**src/rtl/sha1_pkg.sv**
```systemverilog
package sha1_pkg;

   localparam int WORD_W   = 32;
   localparam int N_ROUNDS = 80;
   localparam int WIN_LEN  = 16;
   localparam int RND_W    = $clog2(N_ROUNDS);
   localparam int IDX_W    = $clog2(WIN_LEN);

   typedef logic [WORD_W-1:0] word_t;

   typedef struct packed {
      word_t a;
      word_t b;
      word_t c;
      word_t d;
      word_t e;
   } hstate_t;

   typedef enum logic [1:0] {
      PH_IDLE,
      PH_PRIME,
      PH_ROUND,
      PH_FOLD
   } phase_e;

   localparam hstate_t SHA1_IV = '{
      a: 32'h67452301,
      b: 32'hEFCDAB89,
      c: 32'h98BADCFE,
      d: 32'h10325476,
      e: 32'hC3D2E1F0
   };

   function automatic word_t rotl(input word_t x, input int unsigned n);
      return (x << n) | (x >> (WORD_W - n));
   endfunction

   function automatic hstate_t add_state(input hstate_t p, input hstate_t q);
      hstate_t r;
      r.a = p.a + q.a;
      r.b = p.b + q.b;
      r.c = p.c + q.c;
      r.d = p.d + q.d;
      r.e = p.e + q.e;
      return r;
   endfunction

endpackage

```
**src/rtl/sha1_msg_sched.sv**
```systemverilog
module sha1_msg_sched
   import sha1_pkg::*;
(
   input  logic  clk,
   input  logic  rst_n,
   input  logic  shift_en,
   input  logic  from_mem,
   input  word_t mem_word,
   output word_t w_cur
);

   word_t win [WIN_LEN];

   // win[WIN_LEN-1] holds w[i-1]; win[0] holds w[i-16]
   word_t expanded;
   assign expanded = rotl(win[WIN_LEN-3] ^ win[WIN_LEN-8] ^ win[WIN_LEN-14] ^ win[0], 1);
   assign w_cur    = from_mem ? mem_word : expanded;

   genvar gi;
   generate
      for (gi = 0; gi < WIN_LEN; gi++) begin : g_win
         always_ff @(posedge clk or negedge rst_n) begin
            if (!rst_n)
               win[gi] <= '0;
            else if (shift_en) begin
               if (gi == WIN_LEN - 1)
                  win[gi] <= w_cur;
               else
                  win[gi] <= win[(gi + 1) % WIN_LEN];
            end
         end
      end
   endgenerate

endmodule

```
**src/rtl/sha1_round.sv**
```systemverilog
module sha1_round
   import sha1_pkg::*;
(
   input  hstate_t    cur,
   input  word_t      w,
   input  logic [1:0] stage,
   output hstate_t    nxt
);

   word_t f_val;
   word_t k_val;

   always_comb begin
      unique case (stage)
         2'd0: begin
            f_val = (cur.b & cur.c) | (~cur.b & cur.d);
            k_val = 32'h5A827999;
         end
         2'd1: begin
            f_val = cur.b ^ cur.c ^ cur.d;
            k_val = 32'h6ED9EBA1;
         end
         2'd2: begin
            f_val = (cur.b & cur.c) | (cur.b & cur.d) | (cur.c & cur.d);
            k_val = 32'h8F1BBCDC;
         end
         default: begin
            f_val = cur.b ^ cur.c ^ cur.d;
            k_val = 32'hCA62C1D6;
         end
      endcase
   end

   always_comb begin
      nxt.a = rotl(cur.a, 5) + f_val + cur.e + k_val + w;
      nxt.b = cur.a;
      nxt.c = rotl(cur.b, 30);
      nxt.d = cur.c;
      nxt.e = cur.d;
   end

endmodule

```
**src/rtl/sha1_ctrl.sv**
```systemverilog
module sha1_ctrl
   import sha1_pkg::*;
#(
   parameter int BLK_W  = 8,
   parameter int ADDR_W = 12
) (
   input  logic              clk,
   input  logic              rst_n,
   input  logic              start,
   input  logic [BLK_W-1:0]  num_blocks,
   output logic              busy,
   output logic              init_run,
   output logic              zero_run,
   output logic              round_en,
   output logic              fold,
   output logic              last_blk,
   output logic [RND_W-1:0]  rnd,
   output logic [1:0]        stage,
   output logic              mem_rd,
   output logic [ADDR_W-1:0] mem_addr,
   output logic              done
);

   phase_e           phase;
   logic [BLK_W-1:0] blk;
   logic [BLK_W-1:0] nblk;

   assign busy     = (phase != PH_IDLE);
   assign init_run = (phase == PH_IDLE) && start && (num_blocks != '0);
   assign zero_run = (phase == PH_IDLE) && start && (num_blocks == '0);
   assign round_en = (phase == PH_ROUND);
   assign fold     = (phase == PH_FOLD);
   assign last_blk = (blk == nblk - BLK_W'(1));

   always_comb begin
      if (rnd < RND_W'(20))      stage = 2'd0;
      else if (rnd < RND_W'(40)) stage = 2'd1;
      else if (rnd < RND_W'(60)) stage = 2'd2;
      else                       stage = 2'd3;
   end

   // read issue: priming cycle, rounds 0..14 (words 1..15), fold of a non-final block
   logic [BLK_W-1:0] blk_sel;
   logic [IDX_W-1:0] idx;

   always_comb begin
      mem_rd  = 1'b0;
      blk_sel = blk;
      idx     = '0;
      unique case (phase)
         PH_PRIME: mem_rd = 1'b1;
         PH_ROUND: begin
            mem_rd = (rnd < RND_W'(WIN_LEN - 1));
            idx    = IDX_W'(rnd + RND_W'(1));
         end
         PH_FOLD: begin
            mem_rd  = !last_blk;
            blk_sel = blk + BLK_W'(1);
         end
         default: ;
      endcase
   end

   assign mem_addr = ADDR_W'({blk_sel, idx});

   always_ff @(posedge clk or negedge rst_n) begin
      if (!rst_n) begin
         phase <= PH_IDLE;
         rnd   <= '0;
         blk   <= '0;
         nblk  <= '0;
         done  <= 1'b0;
      end else begin
         done <= 1'b0;
         unique case (phase)
            PH_IDLE: begin
               if (zero_run)
                  done <= 1'b1;
               else if (init_run) begin
                  nblk  <= num_blocks;
                  blk   <= '0;
                  phase <= PH_PRIME;
               end
            end
            PH_PRIME: begin
               rnd   <= '0;
               phase <= PH_ROUND;
            end
            PH_ROUND: begin
               rnd <= rnd + RND_W'(1);
               if (rnd == RND_W'(N_ROUNDS - 1))
                  phase <= PH_FOLD;
            end
            default: begin
               rnd <= '0;
               if (last_blk) begin
                  phase <= PH_IDLE;
                  done  <= 1'b1;
               end else begin
                  blk   <= blk + BLK_W'(1);
                  phase <= PH_ROUND;
               end
            end
         endcase
      end
   end

endmodule

```
**src/rtl/sha1_core.sv**
```systemverilog
module sha1_core
   import sha1_pkg::*;
#(
   parameter int BLK_W  = 8,
   parameter int ADDR_W = 12
) (
   input  logic              clk,
   input  logic              rst_n,
   input  logic              start,
   input  logic [BLK_W-1:0]  num_blocks,
   output logic              mem_rd,
   output logic [ADDR_W-1:0] mem_addr,
   input  logic [31:0]       mem_rdata,
   output logic              done,
   output logic [159:0]      digest
);

   generate
      if (BLK_W < 1) begin : g_bad_blk
         $error("sha1_core: BLK_W must be at least 1");
      end
      if (ADDR_W < BLK_W + IDX_W) begin : g_bad_addr
         $error("sha1_core: ADDR_W too narrow for BLK_W blocks of 16 words");
      end
   endgenerate

   logic             busy;
   logic             init_run;
   logic             zero_run;
   logic             round_en;
   logic             fold;
   logic             last_blk;
   logic [RND_W-1:0] rnd;
   logic [1:0]       stage;
   word_t            w_cur;
   hstate_t          chain;
   hstate_t          work;
   hstate_t          work_nxt;
   hstate_t          folded;
   logic [159:0]     dig_q;

   sha1_ctrl #(.BLK_W(BLK_W), .ADDR_W(ADDR_W)) u_ctrl (
      .clk        (clk),
      .rst_n      (rst_n),
      .start      (start),
      .num_blocks (num_blocks),
      .busy       (busy),
      .init_run   (init_run),
      .zero_run   (zero_run),
      .round_en   (round_en),
      .fold       (fold),
      .last_blk   (last_blk),
      .rnd        (rnd),
      .stage      (stage),
      .mem_rd     (mem_rd),
      .mem_addr   (mem_addr),
      .done       (done)
   );

   sha1_msg_sched u_sched (
      .clk      (clk),
      .rst_n    (rst_n),
      .shift_en (round_en),
      .from_mem (rnd < RND_W'(WIN_LEN)),
      .mem_word (mem_rdata),
      .w_cur    (w_cur)
   );

   sha1_round u_round (
      .cur   (work),
      .w     (w_cur),
      .stage (stage),
      .nxt   (work_nxt)
   );

   assign folded = add_state(chain, work);

   always_ff @(posedge clk or negedge rst_n) begin
      if (!rst_n) begin
         chain <= SHA1_IV;
         work  <= SHA1_IV;
         dig_q <= SHA1_IV;
      end else begin
         if (init_run) begin
            chain <= SHA1_IV;
            work  <= SHA1_IV;
         end
         if (zero_run)
            dig_q <= SHA1_IV;
         if (round_en)
            work <= work_nxt;
         if (fold) begin
            chain <= folded;
            work  <= folded;
            if (last_blk)
               dig_q <= folded;
         end
      end
   end

   assign digest = dig_q;

endmodule

```
**config.mk**
```make
export PLATFORM = sky130hd
export DESIGN_NAME = sha1_core
export DESIGN_NICKNAME = d
export VERILOG_FILES = /design/src/rtl/sha1_pkg.sv /design/src/rtl/sha1_msg_sched.sv /design/src/rtl/sha1_round.sv /design/src/rtl/sha1_ctrl.sv /design/src/rtl/sha1_core.sv
export SDC_FILE = /design/constraint.sdc
export NUM_CORES = 2
export LEC_CHECK = 0
export CAP_MARGIN = 0
export CORE_MARGIN = 3
export CORE_UTILIZATION = 40
export CTS_BUF_LIST = sky130_fd_sc_hd__clkbuf_4 sky130_fd_sc_hd__clkbuf_8
export DETAILED_ROUTE_END_ITERATION = 12
export DONT_BUFFER_PORTS = 1
export PLACE_DENSITY = 0.55
export REMOVE_ABC_BUFFERS = 1
export SLEW_MARGIN = 20
export SYNTH_ARGS = -nofsm -noshare
export SYNTH_HDL_FRONTEND = slang
export SYNTH_SLANG_ARGS = --single-unit
```
**constraint.sdc**
```tcl
create_clock -name clk -period 6.4 [get_ports clk]
set_clock_uncertainty 0.05 [all_clocks]
set_input_delay 0 -clock clk [delete_from_list [all_inputs] [get_ports clk]]
set_output_delay 0 -clock clk [all_outputs]
set_load 0.02 [all_outputs]
```
==> reports/metrics.yaml <==
routing:
  drtIter0Drc: 2643
  first_pass_iters: 7
  viasPerCell: 5.466
  dr_total_vias: 38240
  antenna_left: 0
  post_drt_wl_per_cell_microns: 21.77
  drc: 0
  wl_mm: 152.3
clock_network:
  clock-sinks: 1018
  cts_max_path_buffers: 3
  cts_buffers: 176
  cts_root_buf: "clkbuf_8"
  clk_latency_ps: 910
  h-tree-depth: 4
  cts.reportedPaths.clkPinSlew_ps: 60
  tritoncts: "built"
setup_path:
  critPathLaunchType: "flip-flop"
  rr_startpoint: "u_ctrl.rnd[5]"
  endpoint: "work[157]"
  reg2reg_depth: 22
  r2r_slack_ps: 390
  path_class: "reg2reg"
  cp.arrival_ps: 6730
  critPathMaxFanout: 15
  startpoint: "u_ctrl.rnd[5]"
  worstReg2RegEnd: "work[157]"
  crit_path_end_kind: "flip-flop"
  crit_required_ps: 7120
synthesis:
  synth_seq_cells: 1018
  syn_avg_cell_area_sq_um: 10.73
  synth_cells: 5016
  synth-compound-area-share: 0.1486
  ys.flop_type: "dfrtp_1"
  synthAdderAreaFrac: 0.09414
  async_flop_share: 1.000
  ys_types: 90
  seq_area_frac_synth: 0.4791
  synth-xor-area-share: 0.04672
  synth_edf_count: 0
  yosys.area_share.simple: 0.08428
  synth_top_family_by_area: "compound AO/OA/AOI/OAI gates"
  synth_warnings: 0
  netlist_area_sq_um: 53800
  muxShareOfSynthArea: 0.1054
placed_design:
  gp_congestion: 0.9394
  portBuffers: 0
  hpwlAfterDp_mm: 108.0
sta:
  drv_slew: 0
  slew_headroom: 0.2686
  rsz0062_at_grt: "false"
  tns_ps: 0
  hold_slack_ps: 73.56
  finalCritPeriodShare: 0.9394
  hold_viol: 0
  period_needed_ps: 6012
  fmax_ghz: 0.1663
  setup_violations: 0
  tightest_slew_ps: 1086
die:
  coreArea_sq_um: 132500
  fp-row-count: 133
  initial_core_util: 0.4061
  die_height_microns: 372.7
  dieArea_sq_um: 138900
  io_pins: 217
  die_w_microns: 372.7
global_routing:
  antenna_found_initial: 12
  track_usage: 0.2169
  grt_pass1_wl_mm: 235.3
  grt_pass1_vias: 38560
  grt_max_degree: 229
  grt_overflow_total: 0
hold_path:
  hold_class: "in2reg"
  holdPathStages: 3
flow_run:
  drv_cap: 0
cells_and_area:
  area_growth_pct: 12.92
  final_util: 0.4586
  nets: 5451
  drive_above_1_share: 0.2284
status:
  status: "completed"
[sequential cells by signal (all words and copies together) (netlist names)]
signal and cells:
digest 160, u_ctrl.phase 2, u_ctrl.done 1, u_ctrl.rnd 7
chain 160, u_sched.win 512, work 160, u_ctrl.nblk 8
u_ctrl.blk 8
[cell type report]
type / count / area [sq um]
diodes: 10 / 25.02
well taps: 1755 / 2196
inverters: 334 / 1254
flip-flops and latches: 1018 / 25770
clock inverters: 35 / 426.7
clock buffers: 295 / 3603
fillers: 12390 / 71710
repair buffers: 136 / 1531
multi-input cells: 3413 / 25940
[cell usage in the layout (no fill, tap or decap), drive strengths merged, types with 21 or more instances in the layout]
master	instances
dfrtp	778
mux2	498
nand2	438
o21ai	422
a21oi	360
inv	342
clkbuf	295
dfstp	240
nor2	231
xnor2	211
ha	204
fa	125
nand3	114
a21o	112
dlygate4sd3	78
xor2	76
buf	58
nor3	46
and3	45
a221oi	41
a222oi	38
o22ai	37
o221ai	29
nand2b	27
o21a	27
o21bai	26
a31oi	25
or2	24
a211oi	21
[cell usage after synthesis, drive strengths merged (27+ instances only)]
cell | number | area share
a21o | 112 | 0.016
a21oi | 360 | 0.034
a221oi | 41 | 0.0069
a222oi | 38 | 0.0071
and3 | 45 | 0.0054
buf | 30 | 0.0028
clkbuf | 221 | 0.016
dfrtp | 778 | 0.36
dfstp | 240 | 0.12
fa | 125 | 0.047
ha | 204 | 0.047
inv | 334 | 0.023
mux2 | 498 | 0.10
nand2 | 438 | 0.031
nand2b | 27 | 0.0031
nand3 | 114 | 0.011
nor2 | 231 | 0.016
nor3 | 46 | 0.0046
o21a | 27 | 0.0038
o21ai | 422 | 0.039
o221ai | 29 | 0.0047
o22ai | 37 | 0.0043
xnor2 | 211 | 0.034
xor2 | 76 | 0.012
[timing repair]
item	in CTS	in global routing
endpoints found under the hold margin	579	0
hold buffers	80	0
gates resized for setup	0	6
setup buffers	0	0
endpoints found under the setup margin	0	3
[cell families after synthesis]
group,Yosys count
buffers and inverters,585
XOR/XNOR,287
AND/OR/NAND/NOR,1013
flip-flops,1018
adder cells (fa/ha/maj),330
AO/OA/AOI/OAI,1279
multiplexers,504
[stage by stage]
stage / setup WS [ps] / std cells / instance area, sq um
finish: 387.6 / 6996 / 60750
global route: 50.44 / 6990 / 60740
global placement: 363.9 / 6569 / 55630
floorplan: -16220 / 4765 / 52810
CTS: 214.5 / 6984 / 60630
detailed placement: 239.3 / 6574 / 55770
[worst max-delay path: stages, from the launching register on]
cell and delay [ps]:
dfrtp_1 400, inv_1 120, maj3_1 350, nand2_1 100, o311ai_2 160, buf_4 230
ha_1 190, inv_1 220, fa_1 480, fa_1 540, fa_1 420, inv_1 80
ha_1 200, inv_1 80, fa_1 460, nor2b_1 160, o31ai_1 120, a21oi_1 380
nor3_2 140, nor3b_2 320, a221oi_2 140, and3_1 170, a2111oi_1 380
[routing by layer]
layer / global-route usage / vias to the layer above / part of all wire
met4: 0.06967 / 10 / 0.028
li1: - / 17800 / -
met3: 0.04548 / 229 / 0.065
met5: 0 / - / 0.00041
met2: 0.3380 / 1032 / 0.45
met1: 0.3024 / 19170 / 0.45
[worst min path at each step]
stage	startpoint	endpoint	slack, ps
after floorplan	rst_n	chain[0]	-350
after global placement	rst_n	u_sched.win[449]	-340
after detailed placement	rst_n	u_sched.win[449]	-340
after CTS	mem_rdata[22]	u_sched.win[22]	10
after global routing	mem_rdata[22]	u_sched.win[22]	80
final	mem_rdata[22]	u_sched.win[22]	70
Power is not shown: default switching activity piles up to over one toggle a cycle in this logic, so the estimate is an artifact.
